===== src/rtl/clkfan_pkg.sv =====
package clkfan_pkg;
   localparam int unsigned CF_BYTE_W     = 8;
   localparam int unsigned CF_LINEAR_OUT = 16;
   localparam int unsigned CF_HI_BASE    = 22;
   localparam int unsigned CF_MAX_OUT    = 18;

   // Configuration-word bit position that enables a given output.
   function automatic int unsigned cfg_bit_of(input int unsigned out_idx);
      if (out_idx < CF_LINEAR_OUT)
         return out_idx;
      return CF_HI_BASE + (out_idx - CF_LINEAR_OUT);
   endfunction
endpackage


===== src/rtl/clkfan_cfg_map.sv =====
module clkfan_cfg_map #(
   parameter int unsigned NUM_OUT = 18,
   parameter int unsigned CFG_W   = 24
) (
   input  logic [CFG_W-1:0]   cfg_word,
   output logic [NUM_OUT-1:0] en_raw
);
   import clkfan_pkg::*;

   for (genvar i = 0; i < NUM_OUT; i++) begin : g_sel
      localparam int unsigned SRC = cfg_bit_of(i);
      if (SRC >= CFG_W) begin : g_bad
         $error("clkfan_cfg_map: output %0d maps outside cfg word", i);
      end
      assign en_raw[i] = cfg_word[SRC];
   end
endmodule


===== src/rtl/clkfan_en_sync.sv =====
module clkfan_en_sync #(
   parameter int unsigned W      = 18,
   parameter int unsigned STAGES = 2
) (
   input  logic         clk_in,
   input  logic         rst_n,
   input  logic [W-1:0] d,
   output logic [W-1:0] q
);
   if (STAGES == 0) begin : g_bypass
      assign q = d;
   end else begin : g_chain
      logic [STAGES-1:0][W-1:0] st;
      always_ff @(posedge clk_in or negedge rst_n) begin
         if (!rst_n) begin
            st <= '0;
         end else begin
            st[0] <= d;
            for (int k = 1; k < STAGES; k++)
               st[k] <= st[k-1];
         end
      end
      assign q = st[STAGES-1];
   end
endmodule


===== src/rtl/clkfan_gate_cell.sv =====
module clkfan_gate_cell (
   input  logic clk_in,
   input  logic rst_n,
   input  logic en,
   output logic gclk
);
   logic en_q;

   // Captured on the falling edge: the AND input only moves while clk_in is low.
   always_ff @(negedge clk_in or negedge rst_n) begin
      if (!rst_n)
         en_q <= 1'b0;
      else
         en_q <= en;
   end

   assign gclk = clk_in & en_q;
endmodule


===== src/rtl/clkfan18_gate.sv =====
module clkfan18_gate #(
   parameter int unsigned NUM_OUT     = 18,
   parameter int unsigned SYNC_STAGES = 2,
   parameter int unsigned CFG_BYTES   = 3
) (
   input  logic                                  clk_in,
   input  logic                                  rst_n,
   input  logic                                  out_en_all,
   input  logic [CFG_BYTES*clkfan_pkg::CF_BYTE_W-1:0] cfg_word,
   output logic [NUM_OUT-1:0]                    clk_val,
   output logic [NUM_OUT-1:0]                    clk_drv
);
   import clkfan_pkg::*;

   localparam int unsigned CFG_W = CFG_BYTES * CF_BYTE_W;

   if (NUM_OUT < CF_LINEAR_OUT || NUM_OUT > CF_MAX_OUT) begin : g_bad_num
      $error("clkfan18_gate: NUM_OUT must be between 16 and 18");
   end
   if (CFG_BYTES != 3) begin : g_bad_bytes
      $error("clkfan18_gate: CFG_BYTES must be 3");
   end
   if (SYNC_STAGES > 4) begin : g_bad_sync
      $error("clkfan18_gate: SYNC_STAGES above 4 is not supported");
   end

   logic [NUM_OUT-1:0] en_raw;
   logic [NUM_OUT-1:0] en_sync;

   clkfan_cfg_map #(.NUM_OUT(NUM_OUT), .CFG_W(CFG_W)) u_map (
      .cfg_word (cfg_word),
      .en_raw   (en_raw)
   );

   clkfan_en_sync #(.W(NUM_OUT), .STAGES(SYNC_STAGES)) u_sync (
      .clk_in (clk_in),
      .rst_n  (rst_n),
      .d      (en_raw),
      .q      (en_sync)
   );

   for (genvar i = 0; i < NUM_OUT; i++) begin : g_out
      clkfan_gate_cell u_gate (
         .clk_in (clk_in),
         .rst_n  (rst_n),
         .en     (en_sync[i]),
         .gclk   (clk_val[i])
      );
      assign clk_drv[i] = out_en_all;
   end
endmodule


===== config.mk =====
export PLATFORM = sky130hd
export DESIGN_NAME = clkfan18_gate
export DESIGN_NICKNAME = d
export VERILOG_FILES = /design/src/rtl/clkfan_pkg.sv /design/src/rtl/clkfan_cfg_map.sv /design/src/rtl/clkfan_en_sync.sv /design/src/rtl/clkfan_gate_cell.sv /design/src/rtl/clkfan18_gate.sv
export SDC_FILE = /design/constraint.sdc
export NUM_CORES = 1
export LEC_CHECK = 0
export ABC_CLOCK_PERIOD_IN_PS = 800
export BUFFER_PORTS_ARGS = -buffer_cell sky130_fd_sc_hd__buf_2
export CAP_MARGIN = 10
export CORE_MARGIN = 1
export CORE_UTILIZATION = 48
export DETAILED_ROUTE_END_ITERATION = 12
export PLACE_DENSITY_LB_ADDON = 0.25
export SYNTH_ARGS = -nofsm -noshare
export SYNTH_HDL_FRONTEND = slang
export SYNTH_SLANG_ARGS = --single-unit

===== constraint.sdc =====
create_clock -name clk_in -period 0.8 [get_ports clk_in]
set_input_delay 0.04 -clock clk_in [delete_from_list [all_inputs] [get_ports clk_in]]
set_output_delay 0.04 -clock clk_in [all_outputs]
set_load 0.01 [all_outputs]

== Yosys cells after proc, flatten, opt, wreduce, memory -nomap -nowiden ==
Index checks and enable logic that the tools add are counted.
Operators by class
  bitwise operators: 18
Operators by type and width (number)
  $and A1 B1 Y1: 18
Storage, ports and cells
  logic and storage cells: 38
  output and inout bits: 36
  register bits: 54
  input port bits: 27

== Logic depth before layout (Yosys ltp) ==
Gate-level depths: netlist of run 1.
  depth in word-level cells: 1
  gate-level depth with buffers: 3
  depth with buffers taken out: 1

== Cells and area by module ==
A second synthesis of run 1 with hierarchy kept.
Second synthesis, totals
  cells, all modules: 126
  area, all modules: 1869.3 um^2
Modules (own cells, without submodules)
  clkfan_en_sync: cells each 54, instances 1, area an instance 1036.0 um^2, seq. area each 900.9 um^2
  clkfan_gate_cell: cells each 2, instances 18, area an instance 31.3 um^2, seq. area each 25.0 um^2
  clkfan18_gate: cells each 18, instances 1, area an instance 135.1 um^2, seq. area each 0.0 um^2
  clkfan_cfg_map: cells each 18, instances 1, area an instance 135.1 um^2, seq. area each 0.0 um^2

==> flow_metrics.env, run 1 <==
export IMPL_drt_total_wl_mm=2.27
export IMPL_grt_overflow=0
export IMPL_final_cells=196
export IMPL_synth_top_cell_by_area="dfrtp_1"
export IMPL_place_congestion=0.582
export IMPL_portBuffers=37
export IMPL_dr_wl_met3_um=240
export IMPL_wl_per_cell_um=11.6
export IMPL_rsz0062_at_grt="true"
export IMPL_synthXorXnorAreaFrac_pct=0
export IMPL_final_nets=173
export IMPL_ys_ff_latch=54
export IMPL_worstSkewPairLatency_ns=0.46
export IMPL_highest_layer="met4"
export IMPL_antenna_cells=0
export IMPL_synthAdderAreaFrac_pct=0
export IMPL_finalWorstSetupSlack_ns=-0.721
export IMPL_synth_area_leaders="dfrtp_1 51%, dfrtn_1 26%, buf_4 15%"
export IMPL_hold_viol=0
export IMPL_route_detailed_drc=0
export IMPL_initial_core_util_pct=51.6
export IMPL_io_pins=63
export IMPL_worst_pin_slew_ns=0.195
export IMPL_slew_violations=0
export IMPL_cts_tree="yes"
export IMPL_final_cell_mix="36 x dfrtp_1, 23 x buf_2, 19 x dlygate4sd3_1"
export IMPL_die_height_um=62.6
export IMPL_final_cell_area_sq_um=2300
export IMPL_syn_area_sq_um=1760
export IMPL_seq_area_sq_um=1350
export IMPL_critPathSlowestCell="dfrtn_1"
export IMPL_r2r_end="g_out[13].u_gate.en_q"
export IMPL_clkTransAtPathRegs_ns=0.13
export IMPL_power_density_nw_per_um2=3620
export IMPL_route_vias_total=794
export IMPL_crit_required_ns=0.76
export IMPL_seq_area_frac_synth_pct=76.7
export IMPL_violations="setup timing"
export IMPL_p_total_uw=8330
export IMPL_status="finished with violations"
export IMPL_drive_above_1_share_pct=47.3
export IMPL_grt_usage_pct=14.7
export IMPL_path_cells="and2_4 -> buf_6"
export IMPL_synth_compound_area_share_pct=0
export IMPL_max_cap_violations=0
export IMPL_synth_area_per_cell_sq_um=16.2
export IMPL_synth_top_family_by_area="buffers and inverters"
export IMPL_leakagePower_uw=0.00111
export IMPL_die_area_sq_um=3920
export IMPL_cp_startpoint="g_out[2].u_gate.en_q"
export IMPL_antenna_found_initial=0
export IMPL_synthMuxAreaShare_pct=0
export IMPL_synth_distinct_cells=6
export IMPL_setup_viol=54
export IMPL_syn_nets=136
export IMPL_fill_cells=252
export IMPL_path_class="flop to output port"
export IMPL_detail_route_antenna_nets=0
export IMPL_synthesis_instances=109
export IMPL_met2_length_mm=1.11
export IMPL_grt_max_degree=39
export IMPL_multi_input_area_sq_um=148
export IMPL_viasPerCell=4.05
export IMPL_cts_setup_buffers=0
export IMPL_syn_to_final_growth_pct=30.6
export IMPL_drt_iter0_markers=13
export IMPL_hold_class="input port to async pin"
export IMPL_max_stage_delay_ns=0.40
export IMPL_r2r_setup_slack_ns=-0.15
export IMPL_yosys_area_share_simple_pct=7.38
export IMPL_grt_first_pass_wirelength_mm=4.02
export IMPL_skew_ns=0.0112
export IMPL_wl_met1_um=835
export IMPL_slew_headroom_pct=87.0
export IMPL_peakVddDrop_mv=1.98
export IMPL_dp_cells=157
export IMPL_worst_setup_path_end_kind="output port"
export IMPL_yosys_warnings=0
export IMPL_core_area_sq_um=3420
export IMPL_layout_commonest_cell="dfrtp_1"
export IMPL_crit_arrival_ns=1.48
export IMPL_die_width_um=62.6
export IMPL_r2r_worst_path_cells=0
export IMPL_synth_top_area_share_pct=51.1
export IMPL_worst_r2r_startpoint="u_sync.q[13]"
export IMPL_rows=21
export IMPL_grt_pass1_vias=1065
export IMPL_pre_cts_slack_ns=-0.252
export IMPL_placed_cell_area_sq_um=1770
export IMPL_cp_start_kind="flop"
export IMPL_drt_pass1_iter_count=3
export IMPL_crit_fanout=1
## power by group
| group | switching, uW | internal, uW |
|---|---|---|
| clock network | 1940 | 3300 |
| logic | 73.3 | 106 |
| registers | 35.9 | 2870 |
| total | 2050 | 6280 |
## area by class of cell
class / instances / area share [%]
timing repair buffer: 40 / 13.6
clock inverter: 2 / 0.435
tap: 46 / 2.50
multi-input combinational: 18 / 6.41
clock buffer: 36 / 18.4
sequential: 54 / 58.7
## registers in the layout (all words and copies together), names as in the netlist
signal             cells
u_sync.q              18
u_sync.g_chain.st     18
g_out.u_gate.en_q     18
## Yosys cell counts (all sizes together)
cell	instances
dfrtn	18
dfrtp	36
buf	37
and2	18
## kinds of logic (layout without fill, tap and decap cells)
kind of cell / after synthesis / count (layout)
flops: 54 / 54
buf+inv: 37 / 78
simple gates: 18 / 18
## worst max-delay path: cells and delay by family (launching register included)
family / cells / cell delay (ns)
flops: 1 / 0.40
simple gates: 1 / 0.13
buf+inv: 1 / 0.09
## what timing repair did
action | in CTS | in global routing
resized for setup | 16 | 0
pin swaps | 4 | 0
hold buffers | 19 | 0
endpoints found under the setup margin | 54 | 54
endpoints found under the hold margin | 72 | 0
## stage by stage
stage | utilization [%] | hold slack, ns | TNS (ns)
floorplan | - | -0.256 | -5.43
global placement | 51.8 | 0.0239 | -5.74
detailed placement | 51.8 | 0.0351 | -6.01
CTS | 67.4 | 0.0593 | -15.60
global route | 67.4 | 0.0509 | -16.59
finish | 67.4 | 0.0629 | -15.11
## metal layers
layer	vias up	track usage (%)
met5	-	0
met4	0	24.4
met3	17	10.8
met2	37	16.6
met1	370	12.7
li1	370	-
## how the worst max path moves through the flow
stage,end,slack (ns),cells after the start
after global placement,clk_val[14],-0.23,2
final,clk_val[2],-0.72,2
after global routing,clk_val[1],-0.78,2
after floorplan,clk_val[0],-0.21,2
after CTS,clk_val[1],-0.74,2
after detailed placement,clk_val[1],-0.25,2
Power figures use the tool's default switching activity.
==> inputs of run 2 (changes only) <==
--- a/config.mk
+++ b/config.mk
@@ -8,6 +8,7 @@
 export ABC_CLOCK_PERIOD_IN_PS = 800
 export BUFFER_PORTS_ARGS = -buffer_cell sky130_fd_sc_hd__buf_2
 export CAP_MARGIN = 10
+export CORE_ASPECT_RATIO = 0.75
 export CORE_MARGIN = 1
 export CORE_UTILIZATION = 48
 export DETAILED_ROUTE_END_ITERATION = 12
==> flow_metrics.env, run 2 (same netlist as run 1, synthesis figures left out) <==
export IMPL_holdWs_ns=0.0800
export IMPL_path_cells="and2_4 -> buf_6"
export IMPL_hold_class="input port to output port"
export IMPL_drt_pass1_iter_count=2
export IMPL_worst_path_stages=2
export IMPL_r2r_setup_slack_ns=-0.12
export IMPL_setup_viol=54
export IMPL_cts_tree="yes"
export IMPL_max_cap_violations=0
export IMPL_cts_setup_buffers=0
export IMPL_worst_setup_path_end_kind="output port"
export IMPL_syn_to_final_growth_pct=36.7
export IMPL_status="finished with violations"
export IMPL_cp_startpoint="g_out[13].u_gate.en_q"
export IMPL_rsz0062_at_grt="true"
export IMPL_die_height_um=54.5
export IMPL_route_vias_total=809
export IMPL_drive_above_1_share_pct=47.7
export IMPL_final_nets=175
export IMPL_grt_usage_pct=15.1
export IMPL_core_area_sq_um=3400
export IMPL_io_pins=63
export IMPL_max_stage_delay_ns=0.41
export IMPL_grt_pass1_vias=1008
export IMPL_power_density_nw_per_um2=3800
export IMPL_viasPerCell=3.99
export IMPL_path_class="flop to output port"
export IMPL_layout_commonest_cell="dfrtp_1"
export IMPL_detail_route_antenna_nets=0
export IMPL_crit_required_ns=0.76
export IMPL_slew_headroom_pct=91.1
export IMPL_place_congestion=0.667
export IMPL_antenna_found_initial=0
export IMPL_peakVddDrop_mv=1.48
export IMPL_cp_start_kind="flop"
export IMPL_worst_pin_slew_ns=0.134
export IMPL_grt_overflow=0
export IMPL_critPathBufInv=1
export IMPL_crit_fanout=1
export IMPL_leakagePower_uw=0.00116
export IMPL_clkTransAtPathRegs_ns=0.05
export IMPL_r2r_end="g_out[4].u_gate.en_q"
export IMPL_finalWorstSetupSlack_ns=-0.697
export IMPL_antenna_cells=0
export IMPL_rows=18
export IMPL_die_area_sq_um=3920
export IMPL_drt_iter0_markers=40
export IMPL_drt_total_wl_mm=2.49
export IMPL_grt_first_pass_wirelength_mm=3.76
export IMPL_endpoint="clk_val[13]"
export IMPL_worstSkewPairLatency_ns=0.41
export IMPL_portBuffers=37
export IMPL_initial_core_util_pct=51.8
export IMPL_crit_arrival_ns=1.46
export IMPL_die_width_um=72.0
export IMPL_wl_per_cell_um=12.3
export IMPL_final_cell_mix="36 x dfrtp_1, 23 x buf_2, 19 x dlygate4sd3_1"
export IMPL_skew_ns=0.0177
export IMPL_crit_family="flip-flops"
export IMPL_worst_r2r_startpoint="u_sync.q[4]"
export IMPL_final_cell_area_sq_um=2410
export IMPL_fill_cells=222
export IMPL_critPathSlowestCell="dfrtn_1"
export IMPL_hold_viol=0
export IMPL_violations="setup timing"
export IMPL_slew_violations=0
export IMPL_route_detailed_drc=0
export IMPL_grt_max_degree=20
export IMPL_placed_cell_area_sq_um=1800
export IMPL_r2r_worst_path_cells=0
run 2: cell count changes in the layout (fill, tap and decap cells not counted):
cell,previous run,this run
clkbuf_4,8,0
clkbuf_8,2,9
buf_12,1,2
buf_4,1,2
buf_8,0,1
clkbuf_1,2,3
clkbuf_16,6,7
clkinvlp_2,1,0
run 2: how the worst min path moves through the flow:
stage	startpoint	endpoint	slack, ns	depth (start not counted)
after global routing	out_en_all	clk_drv[7]	0.08	0
final	out_en_all	clk_drv[7]	0.08	0
after floorplan	rst_n	u_sync.g_chain.st[0]	-0.26	0
after detailed placement	rst_n	u_sync.q[15]	0.03	2
after CTS	out_en_all	clk_drv[7]	0.08	0
after global placement	rst_n	u_sync.q[13]	0.03	2
run 2: report_power, final:
part / switching, uW / internal (uW) / total [uW]
clock network: 2070 / 3980 / 6060
registers: 36.6 / 2870 / 2910
logic: 78.5 / 118 / 197
run 2: repair_timing:
item                       in CTS  in global routing
hold buffers                   19                  0
setup endpoints to repair      54                 54
resized for setup              16                  1
hold endpoints to repair       72                  0
pin swaps                       4                  2
run 2: cell type report:
| type | instances | area [sq um] | share of cell area (%) |
|---|---|---|---|
| Sequential cell | 54 | 1350 | 56.1 |
| Clock buffer | 38 | 503 | 20.9 |
| Timing Repair Buffer | 42 | 340 | 14.1 |
| Multi-Input combinational cell | 18 | 148 | 6.13 |
| Tap cell | 50 | 62.6 | 2.60 |
| Clock inverter | 1 | 5.00 | 0.208 |
run 2: metrics by stage:
step / std cells / power (uW) / setup WS, ns / TNS [ns] / utilization [%]
after detailed placement: 163 / 4390 / -0.239 / -5.94 / 52.9
after floorplan: 109 / 5160 / -0.213 / -5.43 / -
final: 203 / 9160 / -0.697 / -13.78 / 70.9
after global placement: 163 / 4370 / -0.231 / -5.72 / 52.9
after global routing: 203 / 9680 / -0.733 / -14.90 / 70.9
after CTS: 203 / 9250 / -0.697 / -14.00 / 70.8
run 2: metal layers:
layer / vias to the layer above / GRT usage, % / part of all wire (%)
met5: - / 0 / 0
met4: 0 / 26.5 / 4.8
met3: 14 / 13.1 / 8.3
met2: 39 / 18.1 / 50
met1: 384 / 11.1 / 37
li1: 372 / - / -
==> inputs of run 3 (changes only) <==
--- a/config.mk
+++ b/config.mk
@@ -13,6 +13,7 @@
 export CORE_UTILIZATION = 48
 export DETAILED_ROUTE_END_ITERATION = 12
 export PLACE_DENSITY_LB_ADDON = 0.25
+export SETUP_SLACK_MARGIN = 0.2
 export SYNTH_ARGS = -nofsm -noshare
 export SYNTH_HDL_FRONTEND = slang
 export SYNTH_SLANG_ARGS = --single-unit
==> flow_metrics.env, run 3 (same netlist as run 1, synthesis figures left out) <==
export IMPL_syn_to_final_growth_pct=38.8
export IMPL_combPwrFrac_pct=2.4
export IMPL_hold_viol=0
export IMPL_worst_pin_slew_ns=0.138
export IMPL_min_path_cells=0
export IMPL_crit_required_ns=0.76
export IMPL_route_detailed_drc=0
export IMPL_slew_headroom_pct=90.8
export IMPL_place_congestion=0.667
export IMPL_wl_per_cell_um=12.1
export IMPL_viasPerCell=3.92
export IMPL_final_cell_area_sq_um=2450
export IMPL_portBuffers=37
export IMPL_crit_arrival_ns=1.46
export IMPL_grt_max_degree=20
export IMPL_slew_violations=0
export IMPL_die_area_sq_um=3920
export IMPL_antenna_found_initial=0
export IMPL_placed_cell_area_sq_um=1800
export IMPL_crit_fanout=1
export IMPL_skew_ns=0.0181
export IMPL_clkTransAtPathRegs_ns=0.05
export IMPL_p_int_uw=6990
export IMPL_leakagePower_uw=0.00118
export IMPL_initial_core_util_pct=51.8
export IMPL_finalWorstSetupSlack_ns=-0.696
export IMPL_path_class="flop to output port"
export IMPL_drive_above_1_share_pct=49.4
export IMPL_drt_pass1_iter_count=3
export IMPL_layout_commonest_cell="dfrtp_1"
export IMPL_cts_tree="yes"
export IMPL_hold_start="out_en_all"
export IMPL_tns_ns=-13.77
export IMPL_worst_setup_path_end_kind="output port"
export IMPL_violations="setup timing"
export IMPL_drt_iter0_markers=25
export IMPL_max_stage_delay_ns=0.41
export IMPL_detail_route_antenna_nets=0
export IMPL_grt_usage_pct=15.1
export IMPL_power_net_switching_uw=2190
export IMPL_hold_class="input port to output port"
export IMPL_grt_pass1_vias=1008
export IMPL_fill_cells=219
export IMPL_power_density_nw_per_um2=3750
export IMPL_r2r_worst_path_cells=0
export IMPL_status="finished with violations"
export IMPL_antenna_cells=0
export IMPL_rsz0062_at_grt="true"
export IMPL_drt_total_wl_mm=2.53
export IMPL_peakVddDrop_mv=1.83
export IMPL_grt_first_pass_wirelength_mm=3.76
export IMPL_die_height_um=54.5
export IMPL_p_clk_share_pct=66.0
export IMPL_final_cell_mix="36 x dfrtp_1, 23 x buf_2, 19 x dlygate4sd3_1"
export IMPL_io_pins=63
export IMPL_p_seq_share_pct=31.7
export IMPL_setup_viol=54
export IMPL_core_area_sq_um=3400
export IMPL_rows=18
export IMPL_critPathSlowestCell="dfrtn_1"
export IMPL_worstSkewPairLatency_ns=0.41
export IMPL_cp_start_kind="flop"
export IMPL_grt_overflow=0
export IMPL_swShare_pct=23.9
export IMPL_route_vias_total=815
export IMPL_path_cells="and2_4 -> buf_6"
export IMPL_final_nets=180
export IMPL_worst_r2r_startpoint="u_sync.q[4]"
export IMPL_die_width_um=72.0
export IMPL_max_cap_violations=0
export IMPL_cp_startpoint="g_out[13].u_gate.en_q"
run 3: cell count changes in the layout (fill, tap and decap cells not counted), sizes merged:
cell	before	now
buf	42	47
run 3: what timing repair did:
action	CTS	global route
endpoints found under the hold margin	72	0
hold buffers	19	0
setup buffers	0	5
gates cloned	0	0
setup endpoints to repair	54	61
resized for setup	16	1
pin swaps	4	2
run 3: cell type report:
class                   count  area [sq um]  area share [%]
flip-flops and latches     54          1350            55.2
clock inverters             1          5.00           0.204
multi-input cells          18           148            6.03
clock buffers              38           503            20.6
well taps                  50          62.6            2.56
repair buffers             47           378            15.4
run 3: worst max-delay path: cells and delay by family (launching register included):
family,cells,cell delay [ns]
simple gates,1,0.14
flops,1,0.41
buf+inv,1,0.09
run 3: metal layers:
layer | GRT usage [%] | wire length (um)
met5 | 0 | 0
met4 | 26.5 | 101
met3 | 13.1 | 217
met2 | 18.1 | 1330
met1 | 11.1 | 879
run 3: power by group through the flow:
stage          Clock (uW)  Sequential (uW)  Combinational (uW)
6_report             6050             2910                 216
5_1_grt              6550             2920                 237
4_1_cts              6140             2910                 200
3_5_place_dp         1300             2960                 130
3_3_place_gp         1300             2950                 123
2_1_floorplan        2120             2950                92.7
run 3: through the flow:
stage | std cells | worst slack [ns] | total power, uW | utilization, % | hold WS, ns
floorplan | 109 | -0.213 | 5160 | - | -0.256
global placement | 163 | -0.231 | 4370 | 52.9 | 0.0282
detailed placement | 163 | -0.239 | 4390 | 52.9 | 0.0342
CTS | 203 | -0.697 | 9250 | 70.8 | 0.0811
global route | 208 | -0.733 | 9710 | 72.0 | 0.0803
finish | 208 | -0.696 | 9180 | 72.0 | 0.0800
run 3: final timing paths:
path                                   endpoint  slack [ns]
max                                 clk_val[13]       -0.70
min                                  clk_drv[7]        0.08
max reg2reg                g_out[4].u_gate.en_q       -0.12
min reg2reg                         u_sync.q[6]        0.35
max in group asynchronous  g_out[6].u_gate.en_q        0.23
min in group asynchronous  u_sync.g_chain.st[4]        0.13
